`config.mk`:
```
export PLATFORM = sky130hd
export DESIGN_NAME = ddr_rd_serializer
export DESIGN_NICKNAME = d
export VERILOG_FILES = /design/src/rtl/rdser_pkg.sv /design/src/rtl/rdser_ctrl.sv /design/src/rtl/rdser_datapath.sv /design/src/rtl/ddr_rd_serializer.sv
export SDC_FILE = /design/constraint.sdc
export NUM_CORES = 1
export LEC_CHECK = 0
export BUFFER_PORTS_ARGS = -buffer_cell sky130_fd_sc_hd__buf_2
export CORE_MARGIN = 2
export CORE_UTILIZATION = 40
export CTS_CLUSTER_SIZE = 24
export DETAILED_ROUTE_END_ITERATION = 12
export SKIP_CTS_REPAIR_TIMING = 1
export SLEW_MARGIN = 30
export SYNTH_ARGS = -nofsm -noshare
export SYNTH_HDL_FRONTEND = slang
export SYNTH_SLANG_ARGS = --single-unit
```
`constraint.sdc`:
```
create_clock -name clk -period 1.82 [get_ports clk]
set_input_delay 0.091 -clock clk [delete_from_list [all_inputs] [get_ports clk]]
set_output_delay 0.091 -clock clk [all_outputs]
set_load 0.05 [all_outputs]
```
`src/rtl/rdser_pkg.sv`:
```
package rdser_pkg;

  // Strobes passed from control to datapath each clock.
  typedef struct packed {
    logic beat;  // a data pair is output next cycle
    logic swap;  // upper half goes out first
    logic pre;   // next cycle is the strobe preamble
    logic post;  // next cycle is the strobe postamble
  } rdStrobeT;

  function automatic int clampLat(input int req, input int maxLat);
    if (req < 2) return 2;
    if (req > maxLat) return maxLat;
    return req;
  endfunction

endpackage

```
`src/rtl/rdser_ctrl.sv`:
```
module rdser_ctrl
  import rdser_pkg::*;
#(
  parameter int COL_W   = 8,
  parameter int MAX_LAT = 3,
  localparam int LAT_W  = $clog2(MAX_LAT + 1),
  localparam int PAIR_W = COL_W - 1
) (
  input  logic              clk,
  input  logic              rstN,
  input  logic              readCmd,
  input  logic [COL_W-1:0]  readCol,
  input  logic [LAT_W-1:0]  casLat,
  input  logic [1:0]        burstLen,
  output logic              coreRdEn,
  output logic [PAIR_W-1:0] coreAddr,
  output rdStrobeT          strb
);

  logic              active;
  logic              swapQ;
  logic              wasBeat;
  logic [PAIR_W-1:0] basePair;
  logic [PAIR_W-1:0] offset;
  logic [PAIR_W-1:0] maskQ;
  logic [PAIR_W:0]   remain;
  logic [PAIR_W:0]   pairsNew;

  // Burst length code to number of clocks (pairs)
  always_comb begin
    case (burstLen)
      2'd0:    pairsNew = (PAIR_W+1)'(1);
      2'd1:    pairsNew = (PAIR_W+1)'(2);
      2'd2:    pairsNew = (PAIR_W+1)'(4);
      default: pairsNew = (PAIR_W+1)'(1) << PAIR_W;
    endcase
  end

  // Burst generator: a new command always restarts it
  always_ff @(posedge clk or negedge rstN) begin
    if (!rstN) begin
      active   <= 1'b0;
      swapQ    <= 1'b0;
      basePair <= '0;
      offset   <= '0;
      maskQ    <= '0;
      remain   <= '0;
    end else if (readCmd) begin
      active   <= 1'b1;
      swapQ    <= readCol[0];
      basePair <= readCol[COL_W-1:1];
      offset   <= '0;
      maskQ    <= PAIR_W'(pairsNew - 1'b1);
      remain   <= pairsNew;
    end else if (active) begin
      offset <= offset + 1'b1;
      remain <= remain - 1'b1;
      if (remain == (PAIR_W+1)'(1)) active <= 1'b0;
    end
  end

  assign coreRdEn = active;
  assign coreAddr = (basePair & ~maskQ) | ((basePair + offset) & maskQ);

  // Valid and swap travel beside the array word; index 0 is the fetch cycle
  logic [MAX_LAT-1:0] vAll;
  logic [MAX_LAT-1:0] sAll;
  logic [MAX_LAT-1:1] vDly;
  logic [MAX_LAT-1:1] sDly;

  assign vAll = {vDly, active};
  assign sAll = {sDly, swapQ};

  always_ff @(posedge clk or negedge rstN) begin
    if (!rstN) begin
      vDly <= '0;
      sDly <= '0;
    end else begin
      vDly <= vAll[MAX_LAT-2:0];
      sDly <= sAll[MAX_LAT-2:0];
    end
  end

  int  lat;
  logic tapValid;
  logic lookValid;

  always_comb begin
    lat       = clampLat(int'(casLat), MAX_LAT);
    tapValid  = vAll[lat-1];
    lookValid = vAll[lat-2];
    strb.beat = tapValid;
    strb.swap = sAll[lat-1];
    strb.pre  = !tapValid && lookValid;
    strb.post = !tapValid && !lookValid && wasBeat;
  end

  always_ff @(posedge clk or negedge rstN) begin
    if (!rstN) wasBeat <= 1'b0;
    else       wasBeat <= tapValid;
  end

endmodule

```
`src/rtl/rdser_datapath.sv`:
```
module rdser_datapath
  import rdser_pkg::*;
#(
  parameter int DQ_W    = 32,
  parameter int MAX_LAT = 3,
  localparam int LAT_W  = $clog2(MAX_LAT + 1),
  localparam int WORD_W = 2 * DQ_W
) (
  input  logic              clk,
  input  logic              rstN,
  input  logic [WORD_W-1:0] coreData,
  input  logic [LAT_W-1:0]  casLat,
  input  rdStrobeT          strb,
  output logic [DQ_W-1:0]   dq,
  output logic              dqs,
  output logic              readOe
);

  // Latency delay line; index 0 is the array output
  logic [MAX_LAT-2:0][WORD_W-1:0] dAll;
  logic [MAX_LAT-2:1][WORD_W-1:0] dDly;

  assign dAll = {dDly, coreData};

  always_ff @(posedge clk or negedge rstN) begin
    if (!rstN) dDly <= '0;
    else       dDly <= dAll[MAX_LAT-3:0];
  end

  int lat;
  logic [WORD_W-1:0] tapWord;

  always_comb begin
    lat     = clampLat(int'(casLat), MAX_LAT);
    tapWord = dAll[lat-2];
  end

  // Output registers for both clock halves
  logic [DQ_W-1:0] riseQ;
  logic [DQ_W-1:0] fallQ;
  logic            oeHiQ;
  logic            oeLoQ;
  logic            dqsHiQ;

  always_ff @(posedge clk or negedge rstN) begin
    if (!rstN) begin
      riseQ  <= '0;
      fallQ  <= '0;
      oeHiQ  <= 1'b0;
      oeLoQ  <= 1'b0;
      dqsHiQ <= 1'b0;
    end else begin
      if (strb.beat) begin
        riseQ <= strb.swap ? tapWord[WORD_W-1:DQ_W] : tapWord[DQ_W-1:0];
        fallQ <= strb.swap ? tapWord[DQ_W-1:0] : tapWord[WORD_W-1:DQ_W];
      end else begin
        riseQ <= '0;
        fallQ <= '0;
      end
      oeHiQ  <= strb.beat | strb.pre | strb.post;
      oeLoQ  <= strb.beat | strb.pre;
      dqsHiQ <= strb.beat;
    end
  end

  // Clock-phase selection gives the double-rate output
  assign dq     = clk ? riseQ : fallQ;
  assign dqs    = clk ? dqsHiQ : 1'b0;
  assign readOe = clk ? oeHiQ : oeLoQ;

endmodule

```
`src/rtl/ddr_rd_serializer.sv`:
```
module ddr_rd_serializer
  import rdser_pkg::*;
#(
  parameter int DQ_W    = 32,
  parameter int COL_W   = 8,
  parameter int MAX_LAT = 3,
  localparam int LAT_W  = $clog2(MAX_LAT + 1)
) (
  input  logic                clk,
  input  logic                rstN,
  input  logic                readCmd,
  input  logic [COL_W-1:0]    readCol,
  input  logic [LAT_W-1:0]    casLat,
  input  logic [1:0]          burstLen,
  output logic                coreRdEn,
  output logic [COL_W-2:0]    coreAddr,
  input  logic [2*DQ_W-1:0]   coreData,
  output logic [DQ_W-1:0]     dq,
  output logic                dqs,
  output logic                readOe
);

  rdStrobeT strb;

  rdser_ctrl #(
    .COL_W   (COL_W),
    .MAX_LAT (MAX_LAT)
  ) i_ctrl (
    .clk      (clk),
    .rstN     (rstN),
    .readCmd  (readCmd),
    .readCol  (readCol),
    .casLat   (casLat),
    .burstLen (burstLen),
    .coreRdEn (coreRdEn),
    .coreAddr (coreAddr),
    .strb     (strb)
  );

  rdser_datapath #(
    .DQ_W    (DQ_W),
    .MAX_LAT (MAX_LAT)
  ) i_datapath (
    .clk      (clk),
    .rstN     (rstN),
    .coreData (coreData),
    .casLat   (casLat),
    .strb     (strb),
    .dq       (dq),
    .dqs      (dqs),
    .readOe   (readOe)
  );

endmodule

```
==> impl_metrics.toml <==
[run_status]
status = "finished with violations"
violations = "setup timing"

[routing]
routed_wl_um = 15900
drtAntennaViolNets = 0
firstDrtPassIters = 4
drc_errors = 0
met1_length_um = 6570
highest_layer = "met4"
wire_per_inst_um = 15.6
drt-vias-per-instance = 4.91
wl_met2_um = 7730
drt_iter0_markers = 220
wl_met3_um = 1070
vias = 4994

[power_and_ir_drop]
pwr_density_cell_nw_per_um2 = 1560
power_leakage_nw = 4.93
ir_drop_mv = 1.38
total_power_mw = 16.0

[logic_synthesis]
yosys.area.top_type = "dfrtp_1"
synth_area_um2 = 7070
syn-instance-count = 538
yosysSeqAreaShare_pct = 57.3
synthArstFlopShare_pct = 100
yosysMostFrequentCell = "dfrtp_1"
yosys.cell_types.count = 42
synth.area.top_cells = "dfrtp_1, mux2_2, mux2i_1"
syn_nets = 627
synth_common_cells = "dfrtp_1, mux2_2, nor2_1"
synth_edf_count = 0
yosys_warnings = 0
ys_ff_latch = 162
synth_flop_cell = "dfrtp_1"
synth_top_area_share_pct = 57.3
synth_area_per_cell_um2 = 13.1

[timing]
hold_viol = 0
fin_worst_skew_ps = 11.8
fin_ws_ps = -835
grt_setup_unrepaired = "yes"
period_share_pct = 146
fin_crit_ps = 2660
fin_tns_setup_ps = -5570
tightest_slew_ps = 623
max_freq_mhz = 377
setup-violations-final = 39
drv_slew = 0
maxSlewHeadroom_pct = 58.3

[min_path]
min_path_type = "in2reg"
hold-path-cell-count = 3
min_from = "casLat[0]"
whs_endpoint = "i_datapath.oeLoQ"

[placement]
port_buffers = 120
hpwl_um = 9560
gp_congestion = 0.785

[layout]
drive_gt1_share_pct = 39.5
utilization_pct = 59.2
syn_to_final_growth_pct = 44.8
diodes = 0
nets = 864

[critical_path]
slowest_delay_ps = 390
crit_family = "compound AO/OA/AOI/OAI gates"
worstSetupEndpointType = "primary output"
cp.depth = 7
start_kind = "flip-flop"
cp.required_ps = 1730
cp_slowest_cell = "dfrtp_1"
r2r_cells = 5
critPathArrivalTime_ps = 2560
crit_type = "reg2out"
crit_chain = "ha_2 -> fa_2 -> a211o_4 -> a2111oi_4 -> nor4b_4 -> o221ai_4 -> buf_6"
r2r-start = "i_ctrl.offset[1]"
path_max_fanout = 4
crit_path_start = "i_ctrl.offset[0]"
r2r_slack_ps = 350
r2r_end = "i_ctrl.offset[6]"
critPathBufInv = 1

[global_routing]
grt_start_max_net_pins = 69
antenna_found_initial = 0
grt_pass1_vias = 5376
grt_overflow_total = 0
grt_first_pass_wirelength_um = 24400
grt_util_all_layers_pct = 16.9

[floorplanning]
die_y_um = 137
start_util_pct = 40.9
design.die.area_um2 = 18800
top_level_ports = 121
core.rowCount = 48
die_x_um = 137
coreArea_um2 = 17300

[clock_network]
cts_tree = "yes"
clkTransAtPathRegs_ps = 60
clock_latency_ps = 530

[run]
cap_violations = 0
## logic make-up (layout without fill, tap and decap cells)
kind of cell	after synthesis	count (layout)	synth area share, %
and+or+nand+nor	110	110	6.67
DFF	162	162	57.3
AOI/OAI and AO/OA	29	29	2.64
adders and majority gates	10	10	1.88
xor gates and xnor gates	15	15	1.86
muxes	176	176	27.0
buffers and inverters	36	290	2.57
## sequential cells by signal (all words and copies together), names as in the netlist
signal and cells:
i_datapath.oeLoQ 1, i_ctrl.remain 8, i_datapath.dDly 64, i_datapath.oeHiQ 1, i_datapath.fallQ 32, i_ctrl.vDly 2
i_ctrl.basePair 7, i_datapath.dqsHiQ 1, i_ctrl.sDly 2, i_datapath.riseQ 32, i_ctrl.swapQ 1, i_ctrl.coreRdEn 1
i_ctrl.maskQ 3, i_ctrl.offset 7
## layout make-up
cell class | instances | area, µm²
clock inverter | 9 | 81.3
fill | 1412 | 7060
timing repair buffer | 200 | 1590
multi-input combinational | 340 | 2960
tap | 225 | 282
clock buffer | 74 | 1240
sequential | 162 | 4050
inverter | 7 | 26.3
## how the worst max path moves through the flow
stage | end | slack [ps]
finish | coreAddr[6] | -840
global placement | coreAddr[6] | -410
floorplan | coreAddr[6] | -230
CTS | coreAddr[6] | -1030
detailed placement | coreAddr[6] | -430
global route | coreAddr[6] | -950
## layer usage
layer / vias to the layer above / global-route usage [%]
met5: - / 0
met4: 0 / 12.0
met3: 48 / 8.11
met2: 161 / 25.7
met1: 2442 / 18.6
li1: 2343 / -
## worst register-to-register path, cell delays in order, from the launching register on
cell     delay [ps]
dfrtp_1         400
buf_6           130
ha_1            160
nand4_1         170
or3_1           390
a21oi_1         160
## placed cells by master, fill, tap and decap left out, types with 2 or more instances in the layout
cell type	instances
dfrtp_1	162
mux2_2	96
buf_2	79
dlygate4sd3_1	78
nor2_1	77
mux2i_1	65
buf_6	39
clkbuf_16	31
buf_4	31
nand2_1	11
mux2_1	11
xor2_1	9
o21ai_0	8
inv_1	7
ha_1	7
nand3_1	5
xnor2_1	5
clkbuf_8	5
clkbuf_1	4
clkinvlp_4	4
buf_12	4
a21oi_2	3
a21oi_1	3
mux2_4	3
a21o_1	3
nand3b_1	3
buf_8	3
nor4_1	2
nand4_1	2
or3_1	2
clkinv_1	2
## stage by stage
step	instances	instance area, µm²	hold slack [ps]	worst slack [ps]
6_report	1017	10200	85.4	-835
2_1_floorplan	538	7130	-205	-231
3_5_place_dp	888	8180	-40.9	-434
3_3_place_gp	888	8180	-43.0	-411
4_1_cts	937	9130	-605	-1030
5_1_grt	1017	10200	85.7	-947
## report_power, final
group / internal, mW / leakage (nW) / switching [mW] / total (mW)
combinational: 1.15 / 2.20 / 1.16 / 2.31
sequential: 4.14 / 1.94 / 0.242 / 4.38
clock: 4.97 / 0.797 / 4.33 / 9.29
total: 10.3 / 4.93 / 5.73 / 16.0
Note: power is estimated with default switching activity, not from simulation.
